$ cat src/rtl/rsf_pkg.sv
package rsf_pkg;

    localparam int ADDR_W = 32;
    localparam int SEL_W  = 16;
    localparam int TYPE_W = 4;

    localparam logic [TYPE_W-1:0] TYPE_BUSY32 = 4'hB;
    localparam logic [TYPE_W-1:0] TYPE_BUSY16 = 4'h3;

    typedef enum logic [1:0] {
        FLT_NONE    = 2'd0,
        FLT_TASKSEG = 2'd1,
        FLT_BADDESC = 2'd2,
        FLT_BADLVL  = 2'd3
    } flt_e;

    typedef enum logic [1:0] {
        ST_IDLE,
        ST_CHECK,
        ST_RD_SP,
        ST_RD_SEL
    } st_e;

    typedef struct packed {
        logic              link;
        logic [1:0]        lvl;
        logic [TYPE_W-1:0] dtype;
        logic [ADDR_W-1:0] base;
        logic [ADDR_W-1:0] limit;
        logic [SEL_W-1:0]  tsel;
    } req_t;

    typedef struct packed {
        flt_e              flt;
        logic              wide;
        logic [ADDR_W-1:0] sp_addr;
        logic [ADDR_W-1:0] sel_addr;
    } plan_t;

    // byte offset of the stack pair for a level
    function automatic logic [ADDR_W-1:0] entry_off(input logic wide, input logic [1:0] lvl);
        if (wide)
            return ADDR_W'({lvl, 3'b100});
        return ADDR_W'({lvl, 2'b10});
    endfunction

    // distance from the first to the last byte of the stack pair
    function automatic logic [ADDR_W-1:0] pair_span(input logic wide);
        return wide ? ADDR_W'(7) : ADDR_W'(3);
    endfunction

    // distance from the pointer to the selector
    function automatic logic [ADDR_W-1:0] sel_step(input logic wide);
        return wide ? ADDR_W'(4) : ADDR_W'(2);
    endfunction

endpackage

$ cat src/rtl/rsf_check.sv
module rsf_check
    import rsf_pkg::*;
(
    input  req_t  req_i,
    output plan_t plan_o
);
    logic              wide;
    logic              narrow;
    logic [ADDR_W-1:0] off;
    logic [ADDR_W:0]   last;
    logic [ADDR_W-1:0] link_need;
    logic [ADDR_W-1:0] sp_addr;

    always_comb begin
        wide      = (req_i.dtype == TYPE_BUSY32);
        narrow    = (req_i.dtype == TYPE_BUSY16);
        off       = entry_off(wide, req_i.lvl);
        last      = {1'b0, off} + {1'b0, pair_span(wide)};
        link_need = sel_step(wide) & {ADDR_W{1'b1}};
        link_need = wide ? ADDR_W'(4) : ADDR_W'(2);
        sp_addr   = req_i.base + off;

        plan_o.wide    = wide;
        plan_o.sp_addr = sp_addr;
        plan_o.sel_addr = req_i.link ? req_i.base : (sp_addr + sel_step(wide));

        if (!wide && !narrow)
            plan_o.flt = FLT_BADDESC;
        else if (req_i.link)
            plan_o.flt = (link_need > req_i.limit) ? FLT_TASKSEG : FLT_NONE;
        else if (req_i.lvl == 2'd3)
            plan_o.flt = FLT_BADLVL;
        else if (last > {1'b0, req_i.limit})
            plan_o.flt = FLT_TASKSEG;
        else
            plan_o.flt = FLT_NONE;
    end

endmodule

$ cat src/rtl/rsf_seq.sv
module rsf_seq
    import rsf_pkg::*;
(
    input  logic              clk,
    input  logic              rst,
    input  logic              start_i,
    input  req_t              req_i,
    output req_t              req_q_o,
    input  plan_t             plan_i,
    output logic              mem_req_o,
    output logic [ADDR_W-1:0] mem_addr_o,
    output logic              mem_dword_o,
    input  logic              mem_ack_i,
    input  logic [ADDR_W-1:0] mem_rdata_i,
    output logic              done_o,
    output logic [SEL_W-1:0]  stack_sel_o,
    output logic [ADDR_W-1:0] stack_ptr_o,
    output logic              fault_o,
    output flt_e              fault_kind_o,
    output logic [SEL_W-1:0]  fault_code_o
);
    st_e  state;
    req_t req_q;

    assign req_q_o = req_q;

    always_ff @(posedge clk) begin
        if (rst) begin
            state        <= ST_IDLE;
            req_q        <= '0;
            mem_req_o    <= 1'b0;
            mem_addr_o   <= '0;
            mem_dword_o  <= 1'b0;
            done_o       <= 1'b0;
            fault_o      <= 1'b0;
            fault_kind_o <= FLT_NONE;
            fault_code_o <= '0;
            stack_sel_o  <= '0;
            stack_ptr_o  <= '0;
        end else begin
            done_o  <= 1'b0;
            fault_o <= 1'b0;
            case (state)
                ST_IDLE: begin
                    if (start_i) begin
                        req_q <= req_i;
                        state <= ST_CHECK;
                    end
                end
                ST_CHECK: begin
                    if (plan_i.flt != FLT_NONE) begin
                        fault_o      <= 1'b1;
                        fault_kind_o <= plan_i.flt;
                        fault_code_o <= (plan_i.flt == FLT_TASKSEG) ?
                                        {req_q.tsel[SEL_W-1:2], 2'b00} : '0;
                        state        <= ST_IDLE;
                    end else if (req_q.link) begin
                        mem_req_o   <= 1'b1;
                        mem_addr_o  <= plan_i.sel_addr;
                        mem_dword_o <= 1'b0;
                        state       <= ST_RD_SEL;
                    end else begin
                        mem_req_o   <= 1'b1;
                        mem_addr_o  <= plan_i.sp_addr;
                        mem_dword_o <= plan_i.wide;
                        state       <= ST_RD_SP;
                    end
                end
                ST_RD_SP: begin
                    if (mem_ack_i) begin
                        stack_ptr_o <= plan_i.wide ? mem_rdata_i :
                                       {{(ADDR_W-16){1'b0}}, mem_rdata_i[15:0]};
                        mem_addr_o  <= plan_i.sel_addr;
                        mem_dword_o <= 1'b0;
                        state       <= ST_RD_SEL;
                    end
                end
                ST_RD_SEL: begin
                    if (mem_ack_i) begin
                        stack_sel_o <= mem_rdata_i[SEL_W-1:0];
                        if (req_q.link)
                            stack_ptr_o <= '0;
                        mem_req_o <= 1'b0;
                        done_o    <= 1'b1;
                        state     <= ST_IDLE;
                    end
                end
                default: state <= ST_IDLE;
            endcase
        end
    end

    // result pulses last one cycle and never coincide
    assert_done_single_R9: assert property (@(posedge clk) disable iff (rst)
        done_o |=> !done_o);
    assert_fault_single_R9: assert property (@(posedge clk) disable iff (rst)
        fault_o |=> !fault_o);
    assert_pulse_excl_R9: assert property (@(posedge clk) disable iff (rst)
        !(done_o && fault_o));

    // a pending request holds address and size until acknowledged
    assert_req_hold_R11: assert property (@(posedge clk) disable iff (rst)
        (mem_req_o && !mem_ack_i) |=> (mem_req_o && $stable(mem_addr_o) && $stable(mem_dword_o)));

    // a failed check is never followed by a memory request
    assert_no_read_on_fault_R8: assert property (@(posedge clk) disable iff (rst)
        (state == ST_CHECK && plan_i.flt != FLT_NONE) |=> !mem_req_o);

    // task-segment fault code is the captured selector with low bits clear
    assert_fault_code_R3: assert property (@(posedge clk) disable iff (rst)
        (fault_o && fault_kind_o == FLT_TASKSEG) |->
        (fault_code_o[1:0] == 2'b00 && fault_code_o[SEL_W-1:2] == req_q.tsel[SEL_W-1:2]));

    // a 16-bit task pointer has a zero upper half
    assert_zero_ext_R2: assert property (@(posedge clk) disable iff (rst)
        (done_o && !req_q.link && req_q.dtype == TYPE_BUSY16) |-> (stack_ptr_o[ADDR_W-1:16] == '0));

endmodule

$ cat src/rtl/ring_stack_fetch.sv
module ring_stack_fetch
    import rsf_pkg::*;
(
    input  logic              clk,
    input  logic              rst,
    input  logic              start_i,
    input  logic              link_mode_i,
    input  logic [1:0]        level_i,
    input  logic [TYPE_W-1:0] desc_type_i,
    input  logic [ADDR_W-1:0] seg_base_i,
    input  logic [ADDR_W-1:0] seg_limit_i,
    input  logic [SEL_W-1:0]  task_sel_i,
    output logic              mem_req_o,
    output logic [ADDR_W-1:0] mem_addr_o,
    output logic              mem_dword_o,
    input  logic              mem_ack_i,
    input  logic [ADDR_W-1:0] mem_rdata_i,
    output logic              done_o,
    output logic [SEL_W-1:0]  stack_sel_o,
    output logic [ADDR_W-1:0] stack_ptr_o,
    output logic              fault_o,
    output logic [1:0]        fault_kind_o,
    output logic [SEL_W-1:0]  fault_code_o
);
    req_t  req_in;
    req_t  req_q;
    plan_t plan;
    flt_e  kind;

    always_comb begin
        req_in.link  = link_mode_i;
        req_in.lvl   = level_i;
        req_in.dtype = desc_type_i;
        req_in.base  = seg_base_i;
        req_in.limit = seg_limit_i;
        req_in.tsel  = task_sel_i;
    end

    rsf_check u_check (
        .req_i  (req_q),
        .plan_o (plan)
    );

    rsf_seq u_seq (
        .clk          (clk),
        .rst          (rst),
        .start_i      (start_i),
        .req_i        (req_in),
        .req_q_o      (req_q),
        .plan_i       (plan),
        .mem_req_o    (mem_req_o),
        .mem_addr_o   (mem_addr_o),
        .mem_dword_o  (mem_dword_o),
        .mem_ack_i    (mem_ack_i),
        .mem_rdata_i  (mem_rdata_i),
        .done_o       (done_o),
        .stack_sel_o  (stack_sel_o),
        .stack_ptr_o  (stack_ptr_o),
        .fault_o      (fault_o),
        .fault_kind_o (kind),
        .fault_code_o (fault_code_o)
    );

    assign fault_kind_o = kind;

endmodule

$ cat config.mk
export PLATFORM = sky130hd
export DESIGN_NAME = ring_stack_fetch
export DESIGN_NICKNAME = d
export VERILOG_FILES = /design/src/rtl/rsf_pkg.sv /design/src/rtl/rsf_check.sv /design/src/rtl/rsf_seq.sv /design/src/rtl/ring_stack_fetch.sv
export SDC_FILE = /design/constraint.sdc
export NUM_CORES = 1
export LEC_CHECK = 0
export BUFFER_PORTS_ARGS = -buffer_cell sky130_fd_sc_hd__buf_2
export CAP_MARGIN = 5
export CELL_PAD_IN_SITES_DETAIL_PLACEMENT = 1
export CELL_PAD_IN_SITES_GLOBAL_PLACEMENT = 1
export CORE_ASPECT_RATIO = 0.9
export CORE_MARGIN = 4
export CORE_UTILIZATION = 42
export CTS_CLUSTER_SIZE = 24
export DETAILED_ROUTE_END_ITERATION = 16
export PLACE_DENSITY_LB_ADDON = 0.1
export RECOVER_POWER = 25
export SYNTH_ARGS = -nofsm -noshare
export SYNTH_HDL_FRONTEND = slang
export SYNTH_SLANG_ARGS = --single-unit
$ cat constraint.sdc
create_clock -name clk -period 7.3 [get_ports clk]
set_input_delay 0.73 -clock clk [delete_from_list [all_inputs] [get_ports clk]]
set_output_delay 0.73 -clock clk [all_outputs]
set_load 0.02 [all_outputs]
==> results.sh <==
export IMPL_min_to="u_seq.stack_ptr_o[8]$_SDFFE_PP0P_"
export IMPL_core_area_um2=20800
export IMPL_ios=225
export IMPL_synth_cell_types=82
export IMPL_reg2regPathDepth=14
export IMPL_crit_path_end_kind="flop"
export IMPL_synth_edf_count=0
export IMPL_cts_sinks=187
export IMPL_nets=1422
export IMPL_wl_per_cell_um=17.2
export IMPL_clkSlewWorstSetupHoldPaths_ps=90
export IMPL_ys_seq_area_frac=0.421
export IMPL_maxSlewHeadroom=0.302
export IMPL_antenna_found_initial=6
export IMPL_tightest_slew_ps=1050
export IMPL_drt_wl_total_um=27200
export IMPL_critPathLaunchType="flop"
export IMPL_h_tree_depth=4
export IMPL_cts_hold_buf=0
export IMPL_grt_pass1_wl_um=43500
export IMPL_netlist_instances=1116
export IMPL_insertion_delay_ps=450
export IMPL_r2r_end="u_seq.mem_addr_o[23]$_SDFFE_PP0P_"
export IMPL_yosysWarnings=0
export IMPL_crit_type="flop to flop"
export IMPL_r2r_slack_ps=2400
export IMPL_crit_chain="and3b_1, nand2_1, clkinv_1, nor2_1, inv_1, ha_1, a21oi_2, o22a_1, a31o_2, o21ai_2, nor3_2, a31oi_1, mux2_1, a311o_1"
export IMPL_syn_area_um2=8880
export IMPL_rows=50
export IMPL_cts_tree="yes"
export IMPL_rsz0062_at_grt="false"
export IMPL_antenna_diode_count=0
export IMPL_min_from="u_seq.stack_ptr_o[8]$_SDFFE_PP0P_"
export IMPL_drtPass1Iterations=5
export IMPL_hold_ws_ps=452
export IMPL_routed_via_density=5.35
export IMPL_slew_violations=0
export IMPL_finalSetupViolations=0
export IMPL_finalClockSkew_ps=23.9
export IMPL_clock_root_buffer="clkbuf_16"
export IMPL_cp_required_ps=7630
export IMPL_syn_area_per_cell_um2=7.96
export IMPL_path_max_fanout=18
export IMPL_grt_overflow_total=0
export IMPL_synthFlopType="dfxtp_1"
export IMPL_hold_depth=2
export IMPL_first_global_vias=8306
export IMPL_crit_buf_inv=2
export IMPL_postCtsSetupBuffers=0
export IMPL_maxCapViolCount=0
export IMPL_drive_gt1_frac=0.176
export IMPL_num_vias=8463
export IMPL_dieArea_um2=23500
export IMPL_status="finished clean"
export IMPL_postSynth_asyncResetShare=0
export IMPL_p_leak_nw=3.87
export IMPL_period_needed_ps=4900
export IMPL_drtIter0Drc=503
export IMPL_drcViolationCount=0
export IMPL_ant_nets=0
export IMPL_worstReg2RegStart="u_seq.req_q_o[82]$_SDFFE_PP0P_"
export IMPL_p_per_area_nw_per_um2=212
export IMPL_place_gp_congestion=0.840
export IMPL_io_buffers=220
export IMPL_arrival_ps=5230
export IMPL_irDropWorstVdd_mv=0.150
export IMPL_hold_viol=0
export IMPL_initial_core_util=0.428
export IMPL_cts_made_buffers=17
export IMPL_clock_tree_buffer_depth=2
export IMPL_timing_final_ws_setup_ps=2400
export IMPL_timing_final_crit_share=0.671
export IMPL_synth_seq_cells=187
export IMPL_fin_tns_setup_ps=0
export IMPL_dpl_instance_area_um2=10100
export IMPL_grt_usage=0.225
export IMPL_grt_max_degree=99
export IMPL_hpwl_um=18800
export IMPL_area_growth_pct=19.5
export IMPL_pre_cts_ws_ps=2500
export IMPL_worstHoldPathType="flop to flop"
export IMPL_fmax_mhz=204
export IMPL_fill_cells=2646
export IMPL_die_width_um=161
export IMPL_fin_area_um2=10600
export IMPL_max_stage_delay_ps=800
export IMPL_die_h_um=146
export IMPL_slowest_stage="o22a_1"
export IMPL_post_cts_resized=0
export IMPL_cpLargestDelayFamily="compound AO/OA/AOI/OAI gates"
==> synthesized netlist by cell type (5+ instances only) <==
cell type / n / area, um2
and2_1: 12 / 75.1
or3_1: 9 / 56.3
nand3_1: 33 / 165
a22o_1: 16 / 140
a21oi_1: 144 / 721
o21ai_0: 15 / 75.1
and3_1: 11 / 68.8
buf_2: 6 / 30.0
nand2b_1: 10 / 62.6
a311oi_1: 5 / 43.8
a211oi_1: 20 / 150
buf_4: 5 / 37.5
o211ai_1: 10 / 75.1
buf_1: 9 / 33.8
clkbuf_1: 60 / 225
dfxtp_1: 187 / 3740
ha_1: 13 / 163
nor2_1: 66 / 248
nor4_1: 16 / 100
o22ai_1: 6 / 37.5
a31oi_1: 6 / 37.5
nand2_1: 275 / 1030
inv_1: 19 / 71.3
o2111ai_1: 5 / 43.8
nand4_1: 9 / 56.3
a22oi_1: 18 / 135
xor2_1: 9 / 78.8
xnor2_1: 23 / 201
nor3_1: 8 / 40.0
==> how the worst max path moves through the flow <==
stage	startpoint	to	slack, ps	cells past startpoint
2_1_floorplan	u_seq.req_q_o[82]$_SDFFE_PP0P_	u_seq.mem_addr_o[23]$_SDFFE_PP0P_	3720	14
3_3_place_gp	u_seq.req_q_o[82]$_SDFFE_PP0P_	u_seq.mem_addr_o[23]$_SDFFE_PP0P_	2510	14
3_5_place_dp	u_seq.req_q_o[82]$_SDFFE_PP0P_	u_seq.mem_addr_o[23]$_SDFFE_PP0P_	2500	14
4_1_cts	u_seq.req_q_o[82]$_SDFFE_PP0P_	u_seq.mem_addr_o[23]$_SDFFE_PP0P_	2420	14
5_1_grt	u_seq.req_q_o[82]$_SDFFE_PP0P_	u_seq.mem_addr_o[23]$_SDFFE_PP0P_	2140	14
6_report	u_seq.req_q_o[82]$_SDFFE_PP0P_	u_seq.mem_addr_o[23]$_SDFFE_PP0P_	2400	14
==> cell families (layout without fill, tap and decap cells) <==
kind of cell,after synthesis,in the layout,share of synthesized area
buf+inv,104,284,0.0503
flops,187,187,0.421
other cells,1,2,0.000422
fa+ha+maj,15,15,0.0228
compound gates,288,288,0.212
simple gates,486,486,0.257
mux,1,1,0.00127
xor+xnor,34,34,0.0352
==> placed cells by master, fill, tap and decap left out, drive strengths merged, types with 11 or more instances in the layout <==
cell	instances
nand3	35
buf	161
and2	12
a21oi	145
o21ai	18
and3	11
nor4	20
inv	28
nor2	66
nor3	13
a22o	16
xnor2	24
nand2	276
a22oi	18
a211oi	21
dfxtp	187
ha	13
clkbuf	89
==> sequential cells by signal, summed over array words and instances, names as in the netlist, named ones only <==
name / cells
u_seq.done_o: 1
u_seq.fault_kind_o: 2
u_seq.stack_sel_o: 16
u_seq.mem_req_o: 1
u_seq.mem_addr_o: 32
u_seq.fault_o: 1
u_seq.state: 1
u_seq.req_q_o: 85
u_seq.fault_code_o: 14
u_seq.mem_dword_o: 1
u_seq.stack_ptr_o: 32
==> through the flow <==
step                      instances   util  power (mW)
after detailed placement       1551  0.485        1.30
after global routing           1583  0.511        2.35
after CTS                      1583  0.515        2.28
after floorplan                1117      -        1.23
after global placement         1551  0.485        1.30
final                          1583  0.511        2.25
==> power breakdown <==
part           total, mW  internal (mW)  switching [mW]
clock network      0.975          0.482           0.493
logic              0.194         0.0766           0.117
registers           1.08           1.05          0.0344
==> cell type report <==
cell class              count  area (um2)  area share
clock buffers              18         439      0.0414
clock inverters            14         183      0.0172
inverters                  20        75.1     0.00707
multi-input cells         826        4710       0.444
flip-flops and latches    187        3740       0.353
well taps                 286         358      0.0337
repair buffers            232        1100       0.104
==> layer usage <==
layer  global-route usage  share of wire  wire length [um]
met4               0.0550          0.012               337
met2                0.372           0.48             13100
met3               0.0527          0.058              1580
met1                0.298           0.45             12100
met5                    0         0.0022                61
==> worst min-delay path: stages (launching register included) <==
cell and delay [ps]:
dfxtp_1 310, nand2_1 50, a21oi_1 50
No activity file was read; power rests on OpenSTA's default activity.
